==> src/rtl/rng33_pkg.sv <==
package rng33_pkg;
  localparam int WORD_W = 32;
  localparam int ST_W   = WORD_W + 1;

  typedef struct packed {
    logic              hi;
    logic [WORD_W-1:0] lo;
  } rng_state_t;
endpackage

==> src/rtl/rng33_rotate.sv <==
module rng33_rotate
  import rng33_pkg::*;
(
  input  rng_state_t        cur,
  output logic [WORD_W-1:0] rot,
  output logic              hi_next
);
  // one-place right rotation through the extra state bit
  always_comb begin
    rot     = {cur.hi, cur.lo[WORD_W-1:1]};
    hi_next = cur.lo[0];
  end
endmodule

==> src/rtl/rng33_mix.sv <==
module rng33_mix
  import rng33_pkg::*;
#(
  parameter int SHL = 12,
  parameter int SHR = 20
) (
  input  logic [WORD_W-1:0] cur_lo,
  input  logic [WORD_W-1:0] rot,
  output logic [WORD_W-1:0] nxt_lo
);
  logic [WORD_W-1:0] fold_a;

  always_comb begin
    fold_a = rot ^ (cur_lo << SHL);
    nxt_lo = fold_a ^ (fold_a >> SHR);
  end
endmodule

==> src/rtl/rng33_state.sv <==
module rng33_state
  import rng33_pkg::*;
#(
  parameter logic [WORD_W-1:0] RESET_LO = 32'h5555_5555,
  parameter logic              RESET_HI = 1'b1
) (
  input  logic       clk,
  input  logic       rst,
  input  logic       step_en,
  input  logic       seed_load,
  input  rng_state_t seed,
  input  rng_state_t nxt,
  output rng_state_t q
);
  always_ff @(posedge clk) begin
    if (rst) begin
      q.lo <= RESET_LO;
      q.hi <= RESET_HI;
    end else if (seed_load) begin
      q <= seed;
    end else if (step_en) begin
      q <= nxt;
    end
  end

  AST_RESET_VALUE: assert property (@(posedge clk) rst |=> (q.lo == RESET_LO && q.hi == RESET_HI));
  AST_HI_FROM_LSB: assert property (@(posedge clk) disable iff (rst)
    (step_en && !seed_load) |=> q.hi == $past(q.lo[0]));
  AST_HOLD_IDLE: assert property (@(posedge clk) disable iff (rst)
    (!step_en && !seed_load) |=> $stable(q));
  AST_SEED_WINS: assert property (@(posedge clk) disable iff (rst)
    seed_load |=> q == $past(seed));
  AST_ZERO_TRAP: assert property (@(posedge clk) disable iff (rst)
    (q == '0 && !seed_load) |=> q == '0);
  AST_NO_DEAD_STEP: assert property (@(posedge clk) disable iff (rst)
    (q != '0 && !seed_load) |=> q != '0);
endmodule

==> src/rtl/rng33_word_gen.sv <==
module rng33_word_gen
  import rng33_pkg::*;
#(
  parameter int                SHL      = 12,
  parameter int                SHR      = 20,
  parameter logic [WORD_W-1:0] RESET_LO = 32'h5555_5555,
  parameter logic              RESET_HI = 1'b1
) (
  input  logic              clk,
  input  logic              rst,
  input  logic              step_en,
  input  logic              seed_load,
  input  logic [ST_W-1:0]   seed_val,
  output logic [WORD_W-1:0] rnd_word,
  output logic              rnd_hi
);
  rng_state_t        cur_q;
  rng_state_t        nxt_d;
  rng_state_t        seed_s;
  logic [WORD_W-1:0] rot_w;
  logic              hi_w;
  logic [WORD_W-1:0] lo_w;

  assign seed_s = rng_state_t'(seed_val);

  rng33_rotate u_rotate (
    .cur     (cur_q),
    .rot     (rot_w),
    .hi_next (hi_w)
  );

  rng33_mix #(.SHL(SHL), .SHR(SHR)) u_mix (
    .cur_lo (cur_q.lo),
    .rot    (rot_w),
    .nxt_lo (lo_w)
  );

  assign nxt_d.hi = hi_w;
  assign nxt_d.lo = lo_w;

  rng33_state #(.RESET_LO(RESET_LO), .RESET_HI(RESET_HI)) u_state (
    .clk       (clk),
    .rst       (rst),
    .step_en   (step_en),
    .seed_load (seed_load),
    .seed      (seed_s),
    .nxt       (nxt_d),
    .q         (cur_q)
  );

  // outputs are taken straight from the state registers
  assign rnd_word = cur_q.lo;
  assign rnd_hi   = cur_q.hi;

  AST_OUT_STEADY: assert property (@(posedge clk) disable iff (rst)
    (!step_en && !seed_load) |=> ($stable(rnd_word) && $stable(rnd_hi)));
endmodule

==> config.mk <==
export PLATFORM = sky130hd
export DESIGN_NAME = rng33_word_gen
export DESIGN_NICKNAME = d
export VERILOG_FILES = /design/src/rtl/rng33_pkg.sv /design/src/rtl/rng33_rotate.sv /design/src/rtl/rng33_mix.sv /design/src/rtl/rng33_state.sv /design/src/rtl/rng33_word_gen.sv
export SDC_FILE = /design/constraint.sdc
export NUM_CORES = 1
export LEC_CHECK = 0
export ABC_CLOCK_PERIOD_IN_PS = 2100
export BUFFER_PORTS_ARGS = -buffer_cell sky130_fd_sc_hd__buf_2
export CORE_ASPECT_RATIO = 0.5
export CORE_MARGIN = 2
export CORE_UTILIZATION = 45
export DETAILED_ROUTE_END_ITERATION = 10
export PLACE_DENSITY = 0.79
export SETUP_SLACK_MARGIN = 0.3
export SLEW_MARGIN = 15
export SYNTH_ARGS = -nofsm -noshare
export SYNTH_HDL_FRONTEND = slang
export SYNTH_SLANG_ARGS = --single-unit
==> constraint.sdc <==
create_clock -name clk -period 2.1 [get_ports clk]
set_input_delay 0.42 -clock clk [delete_from_list [all_inputs] [get_ports clk]]
set_output_delay 0.42 -clock clk [all_outputs]
set_load 0.05 [all_outputs]
==> flow_metrics.py, run 1 <==
metrics = {
    "global_routing": {
        "grt.total_usage": 0.2180,
        "antenna_found_initial": 0,
        "grt_pass1_wl_um": 7852,
        "grt_start_max_net_pins": 46,
        "grt_pass1_vias": 1633,
        "globalRouteOverflowTotal": 0,
    },
    "setup_path": {
        "timing.rr.end": "u_state.q[1]",
        "crit_path_end_kind": "output port",
        "cpMaxStageDelayCell": "dfxtp_1",
        "cp.arrival_ns": 1.07,
        "timing.rr.start": "u_state.q[9]",
        "critPathKind": "reg -> out",
        "crit_required_ns": 1.68,
        "worst_path_largest_cell_delay_ns": 0.46,
        "crit_path_cell_trace": "buf_2",
        "cpLargestDelayFamily": "flip-flops",
        "critPathBufInv": 1,
        "path_max_fanout": 5,
        "r2r_cells": 3,
        "r2r_setup_slack_ns": 0.86,
        "start_kind": "flip-flop",
    },
    "drt": {
        "highest_layer": "met4",
        "wl_um": 4747,
        "wl_met2_um": 2201,
        "antenna_left": 0,
        "met1_length_um": 2132,
        "route.met3.wl_um": 377,
        "drt_drc_violations_left": 0,
        "detail_route.vias_per_cell": 5.536,
        "drt_first_iter_violations": 74,
        "num_vias": 1755,
        "dr.pass1.iters": 4,
        "wire_per_inst_um": 14.97,
    },
    "floorplanning": {
        "die_x_um": 93.95,
        "top_level_ports": 70,
        "core_area_um2": 3884,
        "chipHeight_um": 48.98,
        "start_util": 0.4687,
        "dieArea_um2": 4601,
        "row_count": 16,
    },
    "cells_and_area": {
        "area_delta_synth_final_pct": 22.68,
        "ff_latch_area_um2": 660.6,
        "n_antenna_cell": 0,
        "final_common_cell": "buf_2",
        "final_cell_mix": "buf_2 (69), dfxtp_1 (33), a21oi_1 (26)",
        "finalNonFillerCells": 317,
        "multiInputGateArea_um2": 1036,
        "largest_reg_flops": 33,
        "top_regs": "u_state.q x33",
        "drive_gt1_frac": 0.3422,
        "nets": 300,
        "n_fill_cell": 367,
        "regMostFlops": "u_state.q",
    },
    "clock_network": {
        "cts_buffers": 5,
        "clockBufferDepth": 2,
        "insertion_delay_ns": 0.28,
        "clock_sinks": 33,
        "cts_max_level": 2,
        "cts_tree": "done",
        "cts_resized": 0,
        "root_buffer": "clkbuf_8",
        "path_clk_slew_ns": 0.07,
        "cts_hold_buffers": 0,
        "post_cts_buffers": 0,
    },
    "placement": {
        "io_buffers": 69,
        "place.gp.congestion": 0.8520,
        "dpl.cell_count": 310,
        "place_ws_ns": 0.3627,
        "hpwl_um": 3477,
    },
    "logic_synthesis": {
        "synth_warnings": 0,
        "synth_ff_type": "dfxtp_1",
        "syn_inst": 202,
        "yosysSeqAreaShare": 0.3629,
        "ys_seq_elements": 33,
        "syn_avg_cell_area_um2": 9.012,
        "synth_enable_flop_cells": 0,
        "postSynthNetCount": 239,
        "synth_area_um2": 1820,
        "async_reset_ff_frac": 0,
        "synth_cell_type_count": 28,
    },
    "power_and_ir_drop": {
        "leakagePower_nw": 0.9358,
        "power_density_nw_per_um2": 789.4,
        "power_mw": 1.763,
        "peakVddDrop_uv": 256.8,
    },
    "sta": {
        "slew_headroom": 0.4458,
        "final-hold-violation-count": 0,
        "min_period_ns": 1.490,
        "worstMarginPinSlew_ns": 0.8296,
        "min_period_over_period": 0.7094,
        "setup_viol": 0,
        "slew_violations": 0,
        "rsz0062_at_grt": "no",
        "fmax_ghz": 0.6712,
        "worst_slack_ns": 0.6102,
        "tns_ns": 0,
        "skew_ns": 0.003466,
    },
    "flow_run": {
        "maxCapViolations": 0,
    },
    "worst_hold_path": {
        "hold_path.class": "in -> reg",
        "min_to": "u_state.q[30]",
        "min_from": "seed_val[30]",
        "hold_depth": 2,
    },
    "status": {
        "status": "complete, no violations",
    },
}
power breakdown:
| part | internal [mW] | switching, mW |
|---|---|---|
| Combinational | 0.179 | 0.347 |
| Clock | 0.260 | 0.226 |
| Sequential | 0.681 | 0.0706 |
per-layer routing:
metal	global-route usage	vias to the layer above
li1	-	868
met1	0.3037	829
met2	0.3464	53
met3	0.04482	5
met4	0.05556	0
met5	0	-
worst max-delay path by stage:
stage / to / start / depth (start not counted)
2_1_floorplan: u_state.q[5] / u_state.q[13] / 3
3_3_place_gp: u_state.q[11] / step_en / 4
3_5_place_dp: u_state.q[1] / step_en / 4
4_1_cts: rnd_word[3] / u_state.q[3] / 1
5_1_grt: u_state.q[11] / step_en / 4
6_report: rnd_word[3] / u_state.q[3] / 1
area by class of cell:
| cell class | count | area share |
|---|---|---|
| multi-input cells | 149 | 0.4639 |
| flip-flops and latches | 33 | 0.2958 |
| repair buffers | 74 | 0.1714 |
| clock buffers | 7 | 0.03866 |
| well taps | 54 | 0.03025 |
cells in the mapped netlist, types with 2 or more instances:
master	n	area share
nor3b_1	6	0.025
xnor2_1	16	0.077
or3b_1	2	0.0096
mux2i_1	5	0.027
nand2_1	10	0.021
or3b_2	4	0.019
clkbuf_1	7	0.014
buf_2	6	0.016
or4_1	6	0.025
a31o_2	4	0.019
xor2_1	4	0.019
a21oi_1	26	0.071
dfxtp_1	33	0.36
o21ai_0	4	0.011
nor2_1	16	0.033
buf_6	4	0.025
a211oi_1	6	0.025
buf_4	3	0.012
o311ai_0	5	0.024
nand4b_1	6	0.029
a211o_1	16	0.077
a31o_1	2	0.0096
o211ai_1	6	0.025
metrics by stage:
| step | hold slack [ns] | utilization | area, µm² |
|---|---|---|---|
| 2_1_floorplan | 0.5426 | - | 1821 |
| 3_3_place_gp | 0.5590 | 0.5528 | 2147 |
| 3_5_place_dp | 0.5609 | 0.5528 | 2147 |
| 4_1_cts | 0.3412 | 0.5751 | 2233 |
| 5_1_grt | 0.3385 | 0.5751 | 2233 |
| 6_report | 0.3447 | 0.5751 | 2233 |
cells by family after synthesis:
group / share of synthesized area
multiplexers: 0.03368
buffers and inverters: 0.06804
XOR/XNOR: 0.09622
AO/OA/AOI/OAI: 0.2667
AND/OR/NAND/NOR: 0.1725
flip-flops: 0.3629
Power figures use the tool's default switching activity.
==> run 2: changes to the inputs <==
Settings changed: ABC_AREA set to 1, ABC_CLOCK_PERIOD_IN_PS 2100 to 1400, PLACE_DENSITY 0.79 to 0.8.
Clock period 2.1 ns to 1.4 ns, I/O delays scaled along.
==> run 2 against run 1 <==
Compared with the run above: clock power rose by 45%; combinational power rose by 110%; sequential power rose by 50%; power rose by 65%; wire length rose by 38%; critical path depth rose by 4; non-clock buffer count rose by 21; flip-flop and latch count did not move; first-iteration DRC count rose to 2.9 times the previous value; final area rose by 27%; critical endpoint is now u_state.q[22].
==> flow_metrics.py, run 2 <==
metrics = {
    "status": {
        "status": "complete, no violations",
    },
    "sta": {
        "rsz0062_at_grt": "yes",
        "min_period_ns": 1.103,
        "fmax_ghz": 0.9063,
        "holdWs_ns": 0.2107,
        "tns_ns": 0,
        "worstMarginPinSlew_ns": 0.2934,
        "slew_violations": 0,
        "slew_headroom": 0.8044,
        "skew_ns": 0.001868,
        "setup_viol": 0,
        "final-hold-violation-count": 0,
        "min_period_over_period": 0.7881,
    },
    "setup_path": {
        "r2r_cells": 5,
        "path_max_fanout": 4,
        "crit_path_end_kind": "flip-flop",
        "r2r_setup_slack_ns": 0.30,
        "timing.rr.start": "u_state.q[10]",
        "critPathKind": "reg -> reg",
        "start_kind": "flip-flop",
        "timing.rr.end": "u_state.q[22]",
        "cp.arrival_ns": 1.27,
        "crit_required_ns": 1.56,
    },
    "logic_synthesis": {
        "synth_enable_flop_cells": 0,
        "synthTopCellsByArea": "dfxtp_1 (37%), nand2_1 (15%), nand3_1 (10%)",
        "synth_ff_type": "dfxtp_1",
        "synth_warnings": 0,
        "ys_seq_elements": 33,
        "yosysSeqAreaShare": 0.3737,
        "synth_most_common_cell": "nand2_1",
        "yosys.area.top_type_share": 0.3737,
        "syn_avg_cell_area_um2": 6.933,
        "async_reset_ff_frac": 0,
        "postSynthNetCount": 292,
        "synth_common_cells": "nand2_1 (70), nand3_1 (36), a21oi_1 (33), dfxtp_1 (33), inv_1 (27)",
        "syn_inst": 255,
        "synth_cell_type_count": 17,
        "synth_top_area_cell": "dfxtp_1",
        "synth_area_um2": 1768,
    },
    "global_routing": {
        "grt_pass1_vias": 1901,
        "grt.total_usage": 0.2548,
        "antenna_found_initial": 0,
        "grt_pass1_wl_um": 8997,
        "globalRouteOverflowTotal": 0,
        "grt_start_max_net_pins": 26,
    },
    "drt": {
        "antenna_left": 0,
        "dr.pass1.iters": 6,
        "wire_per_inst_um": 16.45,
        "num_vias": 2280,
        "wl_um": 6562,
        "drt_drc_violations_left": 0,
        "detail_route.vias_per_cell": 5.714,
        "drt_first_iter_violations": 215,
    },
    "power_and_ir_drop": {
        "peakVddDrop_uv": 459.5,
        "power_density_nw_per_um2": 1026,
        "pwr-share-comb": 0.371,
        "swShare": 0.3765,
        "intPower_mw": 1.817,
        "leakagePower_nw": 1.305,
        "p_switching_mw": 1.097,
        "clockPowerShare": 0.242,
        "power_mw": 2.914,
        "pwr-share-seq": 0.387,
    },
    "clock_network": {
        "cts_max_level": 2,
        "root_buffer": "clkbuf_8",
        "cts_buffers": 5,
        "cts_hold_buffers": 0,
        "cts_tree": "done",
        "clockBufferDepth": 2,
        "clock_sinks": 33,
        "insertion_delay_ns": 0.29,
        "path_clk_slew_ns": 0.07,
    },
    "cells_and_area": {
        "n_antenna_cell": 0,
        "multiInputGateArea_um2": 934.6,
        "utilization": 0.7389,
        "area_delta_synth_final_pct": 60.65,
        "regMostFlops": "u_state.q",
        "drive_gt1_frac": 0.4029,
        "top_regs": "u_state.q x33",
        "largest_reg_flops": 33,
        "n_fill_cell": 252,
        "ff_latch_area_um2": 782.0,
        "nets": 381,
        "final_common_cell": "nand2_1",
        "final_cell_mix": "nand2_1 (70), nand3_1 (36), buf_2 (36)",
    },
    "floorplanning": {
        "start_util": 0.4600,
        "row_count": 16,
        "top_level_ports": 70,
        "chipHeight_um": 48.32,
        "die_x_um": 92.64,
        "dieArea_um2": 4476,
        "core_area_um2": 3844,
    },
    "placement": {
        "hpwl_um": 3688,
        "place.gp.congestion": 0.8456,
        "io_buffers": 69,
    },
    "worst_hold_path": {
        "min_from": "seed_val[4]",
        "hold_depth": 3,
        "min_to": "u_state.q[4]",
        "hold_path.class": "in -> reg",
    },
    "flow_run": {
        "maxCapViolations": 0,
    },
}
==> run 2: cell count changes after synthesis, moves of 16 or more <==
cell / before / now
a211o_1: 16 / 0
a22oi_1: 0 / 16
nand3_1: 0 / 36
inv_1: 0 / 27
nor2_1: 16 / 0
nand2_1: 10 / 70
==> run 2: power by group through the flow <==
stage / Sequential [mW] / Combinational [mW] / Clock, mW
global placement: 1.15 / 0.784 / 0
floorplan: 1.40 / 0.332 / 0
global route: 1.14 / 1.14 / 0.758
finish: 1.13 / 1.08 / 0.705
detailed placement: 1.15 / 0.795 / 0
CTS: 1.14 / 0.955 / 0.702
==> run 2: per-layer routing <==
metal	vias to the layer above	global-route usage	part of all wire
li1	1031	-	-
met1	1049	0.3523	0.40
met2	161	0.3844	0.47
met3	39	0.06542	0.096
met4	0	0.1005	0.037
met5	-	0	0
==> run 2: timing repair <==
action / in CTS / in global routing
buffers inserted: 5 / 13
setup endpoints to repair: 33 / 29
cloned: 0 / 0
pin swaps: 0 / 0
gates resized for setup: 108 / 29
==> run 2: critical path, stage by stage, from the launching register on <==
cell      delay, ns
dfxtp_4        0.37
buf_4          0.16
xnor2_2        0.16
inv_1          0.10
nand2_1        0.09
o211ai_1       0.09
==> run 2: final cells by class <==
type / count / area share
Inverter: 29 / 0.03833
Tap cell: 54 / 0.02379
Sequential cell: 33 / 0.2753
Multi-Input combinational cell: 180 / 0.3291
Timing Repair Buffer: 95 / 0.3053
Clock buffer: 8 / 0.02819
==> run 2: cell families after synthesis <==
group	Yosys count	share of synthesized area
simple gates	111	0.2753
buf+inv	42	0.1019
compound gates	59	0.1996
flops	33	0.3737
xor+xnor	10	0.04954
==> run 2: through the flow <==
step	cell area (µm²)	std cells	worst slack, ns
5_1_grt	2840	399	0.2720
3_3_place_gp	2203	373	0.3057
2_1_floorplan	1802	255	0.3005
6_report	2840	399	0.2966
4_1_cts	2648	386	0.2859
3_5_place_dp	2203	373	0.2637
==> run 2: how the worst max path moves through the flow <==
| stage | startpoint | depth (start not counted) | to | slack [ns] |
|---|---|---|---|---|
| 2_1_floorplan | u_state.q[1] | 3 | u_state.q[13] | 0.30 |
| 3_3_place_gp | seed_load | 5 | u_state.q[3] | 0.31 |
| 3_5_place_dp | seed_load | 6 | u_state.q[10] | 0.26 |
| 4_1_cts | u_state.q[7] | 1 | rnd_word[7] | 0.29 |
| 5_1_grt | u_state.q[9] | 1 | rnd_word[9] | 0.27 |
| 6_report | u_state.q[10] | 5 | u_state.q[22] | 0.30 |
